$ cat src/rtl/cascade_timer_bank.sv
module cascade_timer_bank #(
  parameter int CHANNELS = 4,
  parameter int WIDTH    = 16
) (
  input  logic                        clk,
  input  logic                        rst_n,
  input  logic                        wr_en,
  input  logic [$clog2(CHANNELS)-1:0] addr_ch,
  input  logic                        addr_hi,
  input  logic [WIDTH-1:0]            wr_data,
  output logic [WIDTH-1:0]            rd_data,
  output logic [CHANNELS-1:0]         irq,
  output logic [CHANNELS-1:0]         ovf
);

  localparam int IDX_W = $clog2(CHANNELS);
  localparam int DIV_W = 10;
  localparam logic [7:0] CTL_MASK = 8'hC7;

  logic [WIDTH-1:0]    cnt_w [CHANNELS];
  logic [7:0]          ctl_w [CHANNELS];
  logic [CHANNELS-1:0] en_v;
  logic [CHANNELS-1:0] casc_v;
  logic [CHANNELS-1:0] step_v;
  logic [CHANNELS-1:0] chain_in;

  assign chain_in = {ovf[CHANNELS-2:0], 1'b0};

  for (genvar g = 0; g < CHANNELS; g++) begin : g_ch
    logic [WIDTH-1:0] cnt_q;
    logic [WIDTH-1:0] rld_q;
    logic [7:0]       ctl_q;
    logic [DIV_W-1:0] div_q;
    logic [DIV_W-1:0] mask;
    logic             irq_q;
    logic             hit, ctl_wr, rld_wr, start, rate_chg, tick;
    logic [7:0]       new_ctl;

    assign hit      = wr_en && (addr_ch == IDX_W'(g));
    assign ctl_wr   = hit && addr_hi;
    assign rld_wr   = hit && !addr_hi;
    assign new_ctl  = wr_data[7:0] & CTL_MASK;
    assign start    = ctl_wr && new_ctl[7] && !ctl_q[7];
    assign rate_chg = ctl_wr && (new_ctl[1:0] != ctl_q[1:0]);

    assign en_v[g]   = ctl_q[7];
    assign casc_v[g] = (g != 0) && ctl_q[2];

    always_comb begin
      case (ctl_q[1:0])
        2'd0:    mask = '0;
        2'd1:    mask = DIV_W'(63);
        2'd2:    mask = DIV_W'(255);
        default: mask = '1;
      endcase
    end

    assign tick      = en_v[g] && !casc_v[g] && ((div_q & mask) == mask);
    assign step_v[g] = casc_v[g] ? (en_v[g] && chain_in[g]) : tick;
    assign ovf[g]    = step_v[g] && (&cnt_q);
    assign irq[g]    = irq_q;
    assign cnt_w[g]  = cnt_q;
    assign ctl_w[g]  = ctl_q;

    always_ff @(posedge clk or negedge rst_n) begin
      if (!rst_n) begin
        cnt_q <= '0;
        rld_q <= '0;
        ctl_q <= '0;
        div_q <= '0;
        irq_q <= 1'b0;
      end else begin
        irq_q <= ovf[g] && ctl_q[6];
        if (rld_wr) rld_q <= wr_data;
        if (ctl_wr) ctl_q <= new_ctl;
        if (start)       cnt_q <= rld_q;
        else if (ovf[g]) cnt_q <= rld_q;
        else if (step_v[g]) cnt_q <= cnt_q + 1'b1;
        if (start || rate_chg)           div_q <= '0;
        else if (en_v[g] && !casc_v[g])  div_q <= div_q + 1'b1;
      end
    end
  end

  always_comb begin
    if (addr_hi) rd_data = WIDTH'(ctl_w[addr_ch]);
    else         rd_data = cnt_w[addr_ch];
  end

endmodule

$ cat config.mk
export PLATFORM = sky130hd
export DESIGN_NAME = cascade_timer_bank
export DESIGN_NICKNAME = d
export VERILOG_FILES = /design/src/rtl/cascade_timer_bank.sv
export SDC_FILE = /design/constraint.sdc
export NUM_CORES = 1
export LEC_CHECK = 0
export ABC_AREA = 0
export BUFFER_PORTS_ARGS = -buffer_cell sky130_fd_sc_hd__buf_4
export CAP_MARGIN = 15
export CORE_ASPECT_RATIO = 2
export CORE_UTILIZATION = 45
export CTS_BUF_LIST = sky130_fd_sc_hd__clkbuf_16
export CTS_CLUSTER_DIAMETER = 60
export CTS_CLUSTER_SIZE = 16
export DETAILED_ROUTE_END_ITERATION = 6
export PLACE_DENSITY = 0.71
export SYNTH_ARGS = -nofsm -noshare
export SYNTH_HDL_FRONTEND = slang
export SYNTH_SLANG_ARGS = --single-unit
$ cat constraint.sdc
create_clock -name clk -period 3.16 [get_ports clk]
set_input_delay 0 -clock clk [delete_from_list [all_inputs] [get_ports clk]]
set_output_delay 0 -clock clk [all_outputs]
set_load 0.03 [all_outputs]
==> results of run 1 <==
[metrics by stage]
stage	cell area [um2]	power [mW]	setup WS, ns
after CTS	11900	8.33	0.0351
after global placement	11200	6.15	0.306
final	11900	8.34	0.105
after detailed placement	11200	6.25	0.226
after floorplan	10500	5.38	0.394
after global routing	11900	8.78	-0.0311
[kinds of logic (layout without fill, tap and decap cells)]
family                   after synthesis  count (layout)  share of synthesized area [%]
AND/OR/NAND/NOR                      370             370                           17.9
flip-flops                           192             192                           45.8
AO/OA/AOI/OAI                        181             181                           11.3
multiplexers                         137             137                           16.6
buffers and inverters                 86             156                           3.79
XOR/XNOR                              43              43                           3.59
adder cells (fa/ha/maj)                8               8                          0.954
[per-layer routing]
| layer | vias up | share of wire (%) | wire length [um] |
|---|---|---|---|
| met4 | 0 | 6.5 | 1870 |
| met3 | 98 | 4.0 | 1150 |
| met2 | 267 | 54 | 15500 |
| met5 | - | 0 | 0 |
| li1 | 3803 | - | - |
| met1 | 4187 | 36 | 10300 |
[power by group through the flow]
stage               Combinational, mW  Sequential, mW  Clock, mW
floorplan                        1.73            3.66          0
global placement                 2.20            3.95          0
detailed placement               2.27            3.98          0
CTS                              2.30            3.94       2.09
global route                     2.55            4.06       2.17
finish                           2.31            3.97       2.06
[state kept, by name, summed over array words and instances, names as in the netlist]
register and flops:
g_ch.rld_q 64, g_ch.cnt_q 64, g_ch.div_q 40, g_ch.irq_q 4, g_ch.ctl_q 20
[cell type report]
| type | instances | area, um2 |
|---|---|---|
| clock buffer | 17 | 425 |
| clock inverter | 14 | 113 |
| fill | 2007 | 10800 |
| inverter | 29 | 109 |
| multi-input combinational | 739 | 5340 |
| sequential | 192 | 4810 |
| tap | 280 | 350 |
| timing repair buffer | 96 | 782 |
[final timing paths]
check	slack, ns	endpoint
worst max-delay path	0.10	ovf[3]
worst min-delay path	0.07	g_ch[2].ctl_q[2]
worst max register to register	0.25	g_ch[2].cnt_q[5]
worst min register to register	0.49	g_ch[0].ctl_q[2]
max in group asynchronous	2.09	g_ch[3].cnt_q[15]
min in group asynchronous	0.14	g_ch[3].div_q[5]
[timing repair]
action                                  in CTS  in global routing
pin swaps                                    1                  2
endpoints found under the setup margin       1                  2
buffers inserted                             0                  3
endpoints found under the hold margin      152                  0
gates resized for setup                      1                  6
hold buffers                                17                  0
[placed cells by master (no fill, tap or decap), types with 5 or more instances in the layout]
| master | n |
|---|---|
| dfrtp_1 | 191 |
| nor2_1 | 90 |
| mux2_2 | 86 |
| nand2_1 | 82 |
| buf_4 | 77 |
| nand3_1 | 56 |
| a21oi_1 | 50 |
| o21ai_0 | 38 |
| inv_1 | 35 |
| nand4_1 | 30 |
| mux2i_1 | 29 |
| xor2_1 | 28 |
| mux4_2 | 21 |
| nor2b_1 | 20 |
| nor3_1 | 18 |
| o22ai_1 | 17 |
| clkbuf_16 | 17 |
| dlygate4sd3_1 | 17 |
| and3_1 | 15 |
| xnor2_1 | 15 |
| a22oi_1 | 14 |
| and2_1 | 12 |
| o2bb2ai_1 | 7 |
| ha_1 | 7 |
| nand2b_1 | 6 |
| nand4b_1 | 5 |
| nor4_1 | 5 |
[critical path, delay by kind of cell, from the launching register on]
| family | cells | cell delay (ns) |
|---|---|---|
| DFF | 1 | 0.40 |
| AOI/OAI and AO/OA | 1 | 0.21 |
| adders and majority gates | 1 | 0.23 |
| buffers and inverters | 1 | 0.18 |
| and+or+nand+nor | 6 | 1.57 |
==> results.md, run 1 <==
* Post-DP HPWL at 21300 um
* Worst flop-to-flop path startpoint: g_ch[1].cnt_q[1]
* ANT nets after route at 0
* Leakage power at 5.12 nW
* Fraction of layout cells with a size suffix above 1 at 22.0%
* GRT overflow at 0
* Area of the core at 22700 um2
* CTS tree: yes
* Warnings from Yosys at 0
* CP Capture Type: primary output
* Synth top area share at 45.8%
* Sequential fraction of the synthesis area at 45.8%
* Wire length per cell at 21.0 um
* Hold_sp: wr_en
* GR peak layer: met2
* Fin crit period at 3.06 ns
* Number of synthesized flops with an enable pin at 0
* Setup TNS at 0 ns
* Drt first pass iters at 5
* Gr usage total at 25.7%
* Total number of vias at 8355
* Max-cap viol count at 0
* Initial antenna violation count at 0
* Initial Utilization at 46.1%
* DRC at 0
* Skew-Pair Late Insertion Delay at 0.44 ns
* Placed Cells at 1316
* Required time worst endpoint at 3.16 ns
* Slowest-stage cell, CP: or3b_4
* Final Non-Filler Cells at 1367
* HP Class: primary input to flip-flop
* Reg2reg path depth at 9
* CP peak stage delay at 0.43 ns
* Cell mode on critical path: or3b_4
* Number of port buffers at 45
* Worst Tran Pin Value at 0.898 ns
* Critical Path Start Type: flip-flop
* Maximum number of pins on one net before global-route repair at 82
* First-pass GRT wire length at 45700 um
* Synth cell count leaders: 192 x dfrtp_1, 90 x nor2_1, 86 x mux2_2
* Top Ports at 46
* Rel. slew slack at 39.9%
* Final setup vio count at 0
* Critical path arrival at 3.06 ns
* Routed WL at 28800 um
* WHS at 0.0662 ns
* Ant. Diodes at 0
* CP max FO at 5
* Nets at 1105
* CTS Buffer Depth at 2
* IR drop worst, VDD at 0.419 mV
* Final Hold Viols at 0
* Die Span X at 110 um
* Hold depth at 3
* DRT iter0 DRCs at 498
* Worst Setup SP: g_ch[1].cnt_q[1]
* Met1 GRT Util at 27.4%
* Sw Ratio at 35.7%
* RD Place Congestion at 0.930
* Cell Int Power at 5.37 mW
* Fin util at 52.5%
* Top cells by area, synth: dfrtp_1 46%, mux2_2 9.2%, mux4_2 4.5%, nor2_1 3.2%, nand2_1 2.9%
* Root Buffer: clkbuf_16
* Fin. max-slew vios at 0
* Die ar. at 24000 um2
* Reg clk slew, reported paths at 0.07 ns
* GR Layer Usage met3 at 4.66%
* Clock network fraction of design power at 24.7%
* Syn_nets at 1047
* NetSw at 2.98 mW
* Post-Syn Instances at 1017
* Top FF cell, synth: dfrtp_1
* Synth cell types at 75
* Comb pwr share at 27.7%
* H-tree levels at 4
* Seq pwr share at 47.6%
* Post-Synthesis Cell Area at 10500 um2
* Fmax at 327 MHz
* Clock sinks at 192
* Vias per cell at 6.11
* Chip height at 218 um
* Clock skew at 0.00870 ns
* Status: complete, no violations
* Dominant cell type by area after synthesis: dfrtp_1
* Synth Register Bits at 192
* Area delta synth->final at 13.7%
* Vias in the first global route at 8613
* Pwr dens at 699 nW/um2
* Crit Path Class: flip-flop to primary output
* Post-route clock period utilization at 96.7%
* Met2 usage at 45.4%
* Crit path cell chain: ha_2, nand4_2, nor3_4, or3b_4, or3b_4, o21ai_4, nand2_1, nor2_1, buf_4
* Ys async rst share at 100%
* Inserted Clock Buffers at 17
* Top-count cell post-synth: dfrtp_1
* Post-Syn Area per Cell at 10.3 um2
* Row cnt at 78
No activity file was read; power rests on OpenSTA's default activity.
==> run 2: changes to the inputs <==
CELL_PAD_IN_SITES_DETAIL_PLACEMENT = 1   (was default)
CELL_PAD_IN_SITES_GLOBAL_PLACEMENT = 2   (was default)
CORE_UTILIZATION = 41   (was 45)
PLACE_DENSITY = 0.9   (was 0.71)
REMOVE_ABC_BUFFERS = 1   (was default)
==> run 2 against run 1 <==
  * First-iteration DRC count is 7.4% lower
  * Non-clock buffer count up 12
  * Via count increased by 0.79%
  * Flip-flop and latch count did not move
  * Clock skew about the same
  * Critical path depth unchanged
  * Core utilization down 3.8 points
  * Design area rose by 2.6%
  * Die area is 9.6% higher
  * Power up 5.0%
  * Routed wire length grew 12%
  * Clock-buffer cell count unchanged
  * Highest routed layer unchanged
==> results.md, run 2 (same netlist as run 1, synthesis figures left out) <==
* Status: complete, no violations
* Skew-Pair Late Insertion Delay at 0.47 ns
* R2R Setup Slk at 0.18 ns
* Initial antenna violation count at 0
* Worst Tran Pin Value at 0.947 ns
* RSZ-0062 raised after global routing: no
* Top Ports at 46
* Seq pwr share at 45.4%
* Required time worst endpoint at 3.16 ns
* Reg clk slew, reported paths at 0.07 ns
* Sw Ratio at 36.0%
* Die Span X at 115 um
* HP Class: primary input to asynchronous set/reset pin
* Chip height at 228 um
* Drt first pass iters at 4
* CP max FO at 5
* Gr usage total at 26.1%
* CTS tree: yes
* Final setup vio count at 0
* Root Buffer: clkbuf_16
* Final Non-Filler Cells at 1436
* Fraction of layout cells with a size suffix above 1 at 23.5%
* Register area at 4800 um2
* Die ar. at 26300 um2
* Clock network fraction of design power at 26.4%
* Total number of vias at 8421
* Fmax at 327 MHz
* RD Place Congestion at 0.941
* First-pass GRT wire length at 50900 um
* Worst flop-to-flop path startpoint: g_ch[1].cnt_q[1]
* Area of the core at 25100 um2
* NetSw at 3.16 mW
* GRT overflow at 0
* DRC at 0
* Initial Utilization at 41.7%
* Biggest regs: g_ch.cnt_q x64, g_ch.rld_q x64, g_ch.div_q x40
* Fin. max-slew vios at 0
* Ant. Diodes at 0
* Fin crit period at 3.06 ns
* Vias per cell at 5.86
* Area delta synth->final at 16.6%
* Max-cap viol count at 0
* Fill cells at 2781
* Maximum number of pins on one net before global-route repair at 86
* Number of port buffers at 45
* Reg2reg path depth at 9
* Clock sinks at 192
* Pwr dens at 716 nW/um2
* Vias in the first global route at 9205
* Rel. slew slack at 36.6%
* Commonest non-fill, non-tap cell in the layout: dfrtp_1
* CTS Buffer Depth at 2
* H-tree levels at 4
* Commonest non-fill, non-tap cells in the layout: 192 x dfrtp_1, 90 x nor2_1, 86 x mux2_2, 86 x buf_4, 82 x nand2_1
* Leakage power at 5.23 nW
* Cell Int Power at 5.60 mW
* Post-DP HPWL at 24200 um
* Placed Cells at 1384
* Row cnt at 82
* Post-route clock period utilization at 96.8%
* Area of the multi-input gates at 5370 um2
* Crit Path Class: flip-flop to primary output
* DRT iter0 DRCs at 461
* Clock skew at 0.00840 ns
* Comb pwr share at 28.1%
* IR drop worst, VDD at 0.445 mV
* Inserted Clock Buffers at 17
* Nets at 1117
* Fin util at 48.7%
* Critical Path Start Type: flip-flop
* Final Hold Viols at 0
* ANT nets after route at 0
* Wire length per cell at 22.5 um
* Routed WL at 32300 um
* Critical path arrival at 3.06 ns
* Reg-to-reg endpoint: g_ch[2].cnt_q[14]
* CP Capture Type: primary output
==> run 2: cell count changes in the layout (fill, tap and decap cells not counted), moves of 2 or more <==
cell / previous run / this run
buf_12: 1 / 4
buf_4: 77 / 86
bufinv_16: 2 / 4
clkinv_4: 0 / 2
inv_1: 35 / 30
inv_6: 0 / 2
==> run 2: critical path, cell delays in order (launching register included) <==
cell     delay (ns)
dfrtp_1        0.45
ha_4           0.19
nand4_2        0.18
nor3_4         0.24
or3b_4         0.44
or3b_4         0.43
o21ai_4        0.20
nand2_1        0.14
nor2_1         0.15
buf_4          0.17
==> run 2: through the flow <==
step           instance area, um2  power [mW]  TNS [ns]  worst slack, ns  hold WS, ns
6_report                    12200        8.76         0            0.101       0.0746
5_1_grt                     12200        9.21         0          0.00348       0.0860
4_1_cts                     12200        8.77         0           0.0224       0.0456
3_5_place_dp                11400        6.40         0            0.204       0.0413
3_3_place_gp                11400        6.25         0            0.286       0.0402
2_1_floorplan               10200        5.32    -0.192           -0.104       -0.296
==> run 2: area by class of cell <==
cell class / instances / area share [%]
Clock buffer: 17 / 3.48
Clock inverter: 15 / 1.57
Inverter: 29 / 0.890
Multi-Input combinational cell: 739 / 43.9
Sequential cell: 192 / 39.3
Tap cell: 336 / 3.44
Timing Repair Buffer: 108 / 7.43
==> run 2: how the worst max path moves through the flow <==
stage,startpoint,endpoint,cells after the start
6_report,g_ch[1].cnt_q[1],ovf[3],9
3_5_place_dp,g_ch[1].cnt_q[0],g_ch[2].cnt_q[0],9
3_3_place_gp,g_ch[1].cnt_q[0],g_ch[2].cnt_q[0],9
4_1_cts,g_ch[1].ctl_q[2],ovf[2],9
5_1_grt,g_ch[1].ctl_q[2],ovf[2],9
2_1_floorplan,g_ch[1].cnt_q[0],g_ch[2].cnt_q[4],8
==> run 2: timing repair <==
item                                    in CTS  in global routing
endpoints found under the setup margin       2                  6
hold endpoints to repair                   153                  0
pin swaps                                    1                  2
setup buffers                                1                  2
hold buffers                                17                  0
resized for setup                            3                  6
==> run 2: routing by layer <==
metal | routed length [um] | GRT usage (%)
met3 | 758 | 3.53
met1 | 11800 | 27.4
met2 | 18200 | 49.0
met4 | 1470 | 13.8
met5 | 0 | 0
==> run 2: power groups by stage <==
stage	combinational [mW]	clock, mW	sequential, mW
2_1_floorplan	1.66	0	3.67
5_1_grt	2.69	2.45	4.07
3_3_place_gp	2.30	0	3.95
4_1_cts	2.45	2.37	3.96
6_report	2.46	2.32	3.98
3_5_place_dp	2.40	0	3.99
==> run 3: changes to the inputs <==
CORE_UTILIZATION = 42   (was 41)
CTS_BUF_LIST = sky130_fd_sc_hd__clkbuf_4 sky130_fd_sc_hd__clkbuf_8   (was sky130_fd_sc_hd__clkbuf_16)
PLACE_DENSITY = 0.92   (was 0.9)
==> run 3 against run 2 <==
  * Register-to-register slack improved by 0.08 ns
  * Core utilization increased by 0.35 points
  * Flip-flop and latch count unchanged
  * Design area decreased by 1.7%
  * Die area decreased by 2.3%
  * Global-route usage increased by 0.83 points
  * Clock-buffer cell count increased by 7
  * Power decreased by 7.0%
  * Non-clock buffer count increased by 6
  * Fmax increased by 0.16%
  * Critical path type unchanged
  * Largest power group unchanged
==> results.md, run 3 (same netlist as run 1, synthesis figures left out) <==
* Status: complete, no violations
* DRT iter0 DRCs at 426
* Total power at 8.14 mW
* Row cnt at 81
* WHS at 0.00875 ns
* Chip height at 226 um
* Final WS setup at 0.105 ns
* Routed WL at 32500 um
* Worst Tran Pin Value at 0.847 ns
* Commonest non-fill, non-tap cells in the layout: 191 x dfrtp_1, 94 x buf_4, 90 x nor2_1
* Clock sinks at 192
* Fin area at 12000 um2
* CTS Buffer Depth at 2
* Fill cells at 2803
* Post-DP HPWL at 24500 um
* Pre-CTS setup slack at 0.138 ns
* Final setup vio count at 0
* Inserted Clock Buffers at 17
* First-pass GRT wire length at 51200 um
* Die Span X at 114 um
* Reg clk slew, reported paths at 0.10 ns
* GRT overflow at 0
* Skew-Pair Late Insertion Delay at 0.52 ns
* Leakage power at 5.13 nW
* Critical Path Start Type: flip-flop
* Commonest non-fill, non-tap cell in the layout: dfrtp_1
* Fin crit period at 3.05 ns
* Critical path arrival at 3.05 ns
* Post-route clock period utilization at 96.7%
* ANT nets after route at 0
* Fraction of layout cells with a size suffix above 1 at 24.0%
* Gr usage total at 26.9%
* IR drop worst, VDD at 0.262 mV
* Area of the core at 24500 um2
* Required time worst endpoint at 3.16 ns
* H-tree levels at 4
* Number of port buffers at 45
* Maximum number of pins on one net before global-route repair at 68
* Die ar. at 25700 um2
* Vias in the first global route at 9201
* Biggest regs: g_ch.cnt_q x64, g_ch.rld_q x64, g_ch.div_q x40
* Pwr dens at 677 nW/um2
* Fmax at 327 MHz
* Initial antenna violation count at 0
* CP max FO at 7
* Root Buffer: clkbuf_8
* Rel. slew slack at 43.6%
* Vias per cell at 5.93
* Crit Path Class: flip-flop to primary output
* HP Class: primary input to asynchronous set/reset pin
* Max-cap viol count at 0
* Area delta synth->final at 14.6%
* Initial Utilization at 42.8%
* Total number of vias at 8529
* RD Place Congestion at 0.901
* CP Capture Type: primary output
* Final Hold Viols at 0
* Nets at 1123
* Fin util at 49.0%
* CTS tree: yes
* Clock skew at 0.0131 ns
* Drt first pass iters at 4
* Cell Area, Placed at 11400 um2
* Top Ports at 46
* DRC at 0
* Wire length per cell at 22.6 um
* Fin. max-slew vios at 0
[run 3: cell count changes in the layout (fill, tap and decap cells not counted), sizes merged]
cell / change
clkbuf: +7
buf: +5
bufinv: -3
clkinv: -3
inv: -3
clkinvlp: +2
diode: +1
dlygate4sd3: +1
[run 3: repair_timing]
action,4_1_cts,5_1_grt
hold endpoints to repair,215,0
hold buffers,18,0
buffers inserted,1,3
gates resized for setup,3,7
endpoints found under the setup margin,2,9
pin swaps,0,0
[run 3: cell type report]
cell class	count	area (um2)	share of cell area, %
Clock inverter	8	78.8	0.656
Antenna cell	1	2.50	0.0208
Timing Repair Buffer	114	920	7.65
Tap cell	332	415	3.45
Multi-Input combinational cell	739	5380	44.7
Sequential cell	192	4810	40.0
Inverter	29	109	0.905
Clock buffer	24	318	2.64
[run 3: layer usage]
| metal | vias to the layer above | share of wire [%] | GRT usage, % |
|---|---|---|---|
| li1 | 3836 | - | - |
| met1 | 4428 | 36 | 28.3 |
| met2 | 169 | 56 | 50.0 |
| met3 | 96 | 2.4 | 4.17 |
| met4 | 0 | 5.7 | 15.6 |
| met5 | - | 0 | 0 |
[run 3: stage by stage]
stage	cells	TNS (ns)
final	1439	0
after global routing	1438	-0.0210
after CTS	1435	0
after detailed placement	1384	0
after global placement	1384	0
after floorplan	960	-0.192
[run 3: worst max-delay path, cell delays in order, from the launching register on]
cell	delay, ns
dfrtp_1	0.44
nand4_1	0.16
o31a_1	0.39
nand3b_4	0.18
o31a_1	0.41
o31ai_4	0.36
nor4b_4	0.28
buf_4	0.16
buf_4	0.15
[run 3: power breakdown]
group | leakage, nW | total (mW) | switching [mW] | internal (mW)
Sequential | 2.33 | 3.98 | 0.862 | 3.12
Clock | 0.194 | 1.66 | 0.917 | 0.743
Combinational | 2.60 | 2.50 | 1.33 | 1.17
Total | 5.13 | 8.14 | 3.11 | 5.03
[run 3: final timing paths]
| check | cells past startpoint | start | end | slack, ns |
|---|---|---|---|---|
| max | 8 | g_ch[0].div_q[2] | ovf[2] | 0.11 |
| min | 2 | rst_n | g_ch[3].div_q[1] | 0.009 |
| max reg2reg | 9 | g_ch[1].cnt_q[1] | g_ch[2].cnt_q[10] | 0.26 |
| min reg2reg | 1 | g_ch[3].rld_q[8] | g_ch[3].rld_q[8] | 0.51 |
| max in group asynchronous | 3 | rst_n | g_ch[0].cnt_q[0] | 2.24 |
| min in group clk | 3 | addr_ch[1] | g_ch[2].ctl_q[6] | 0.08 |
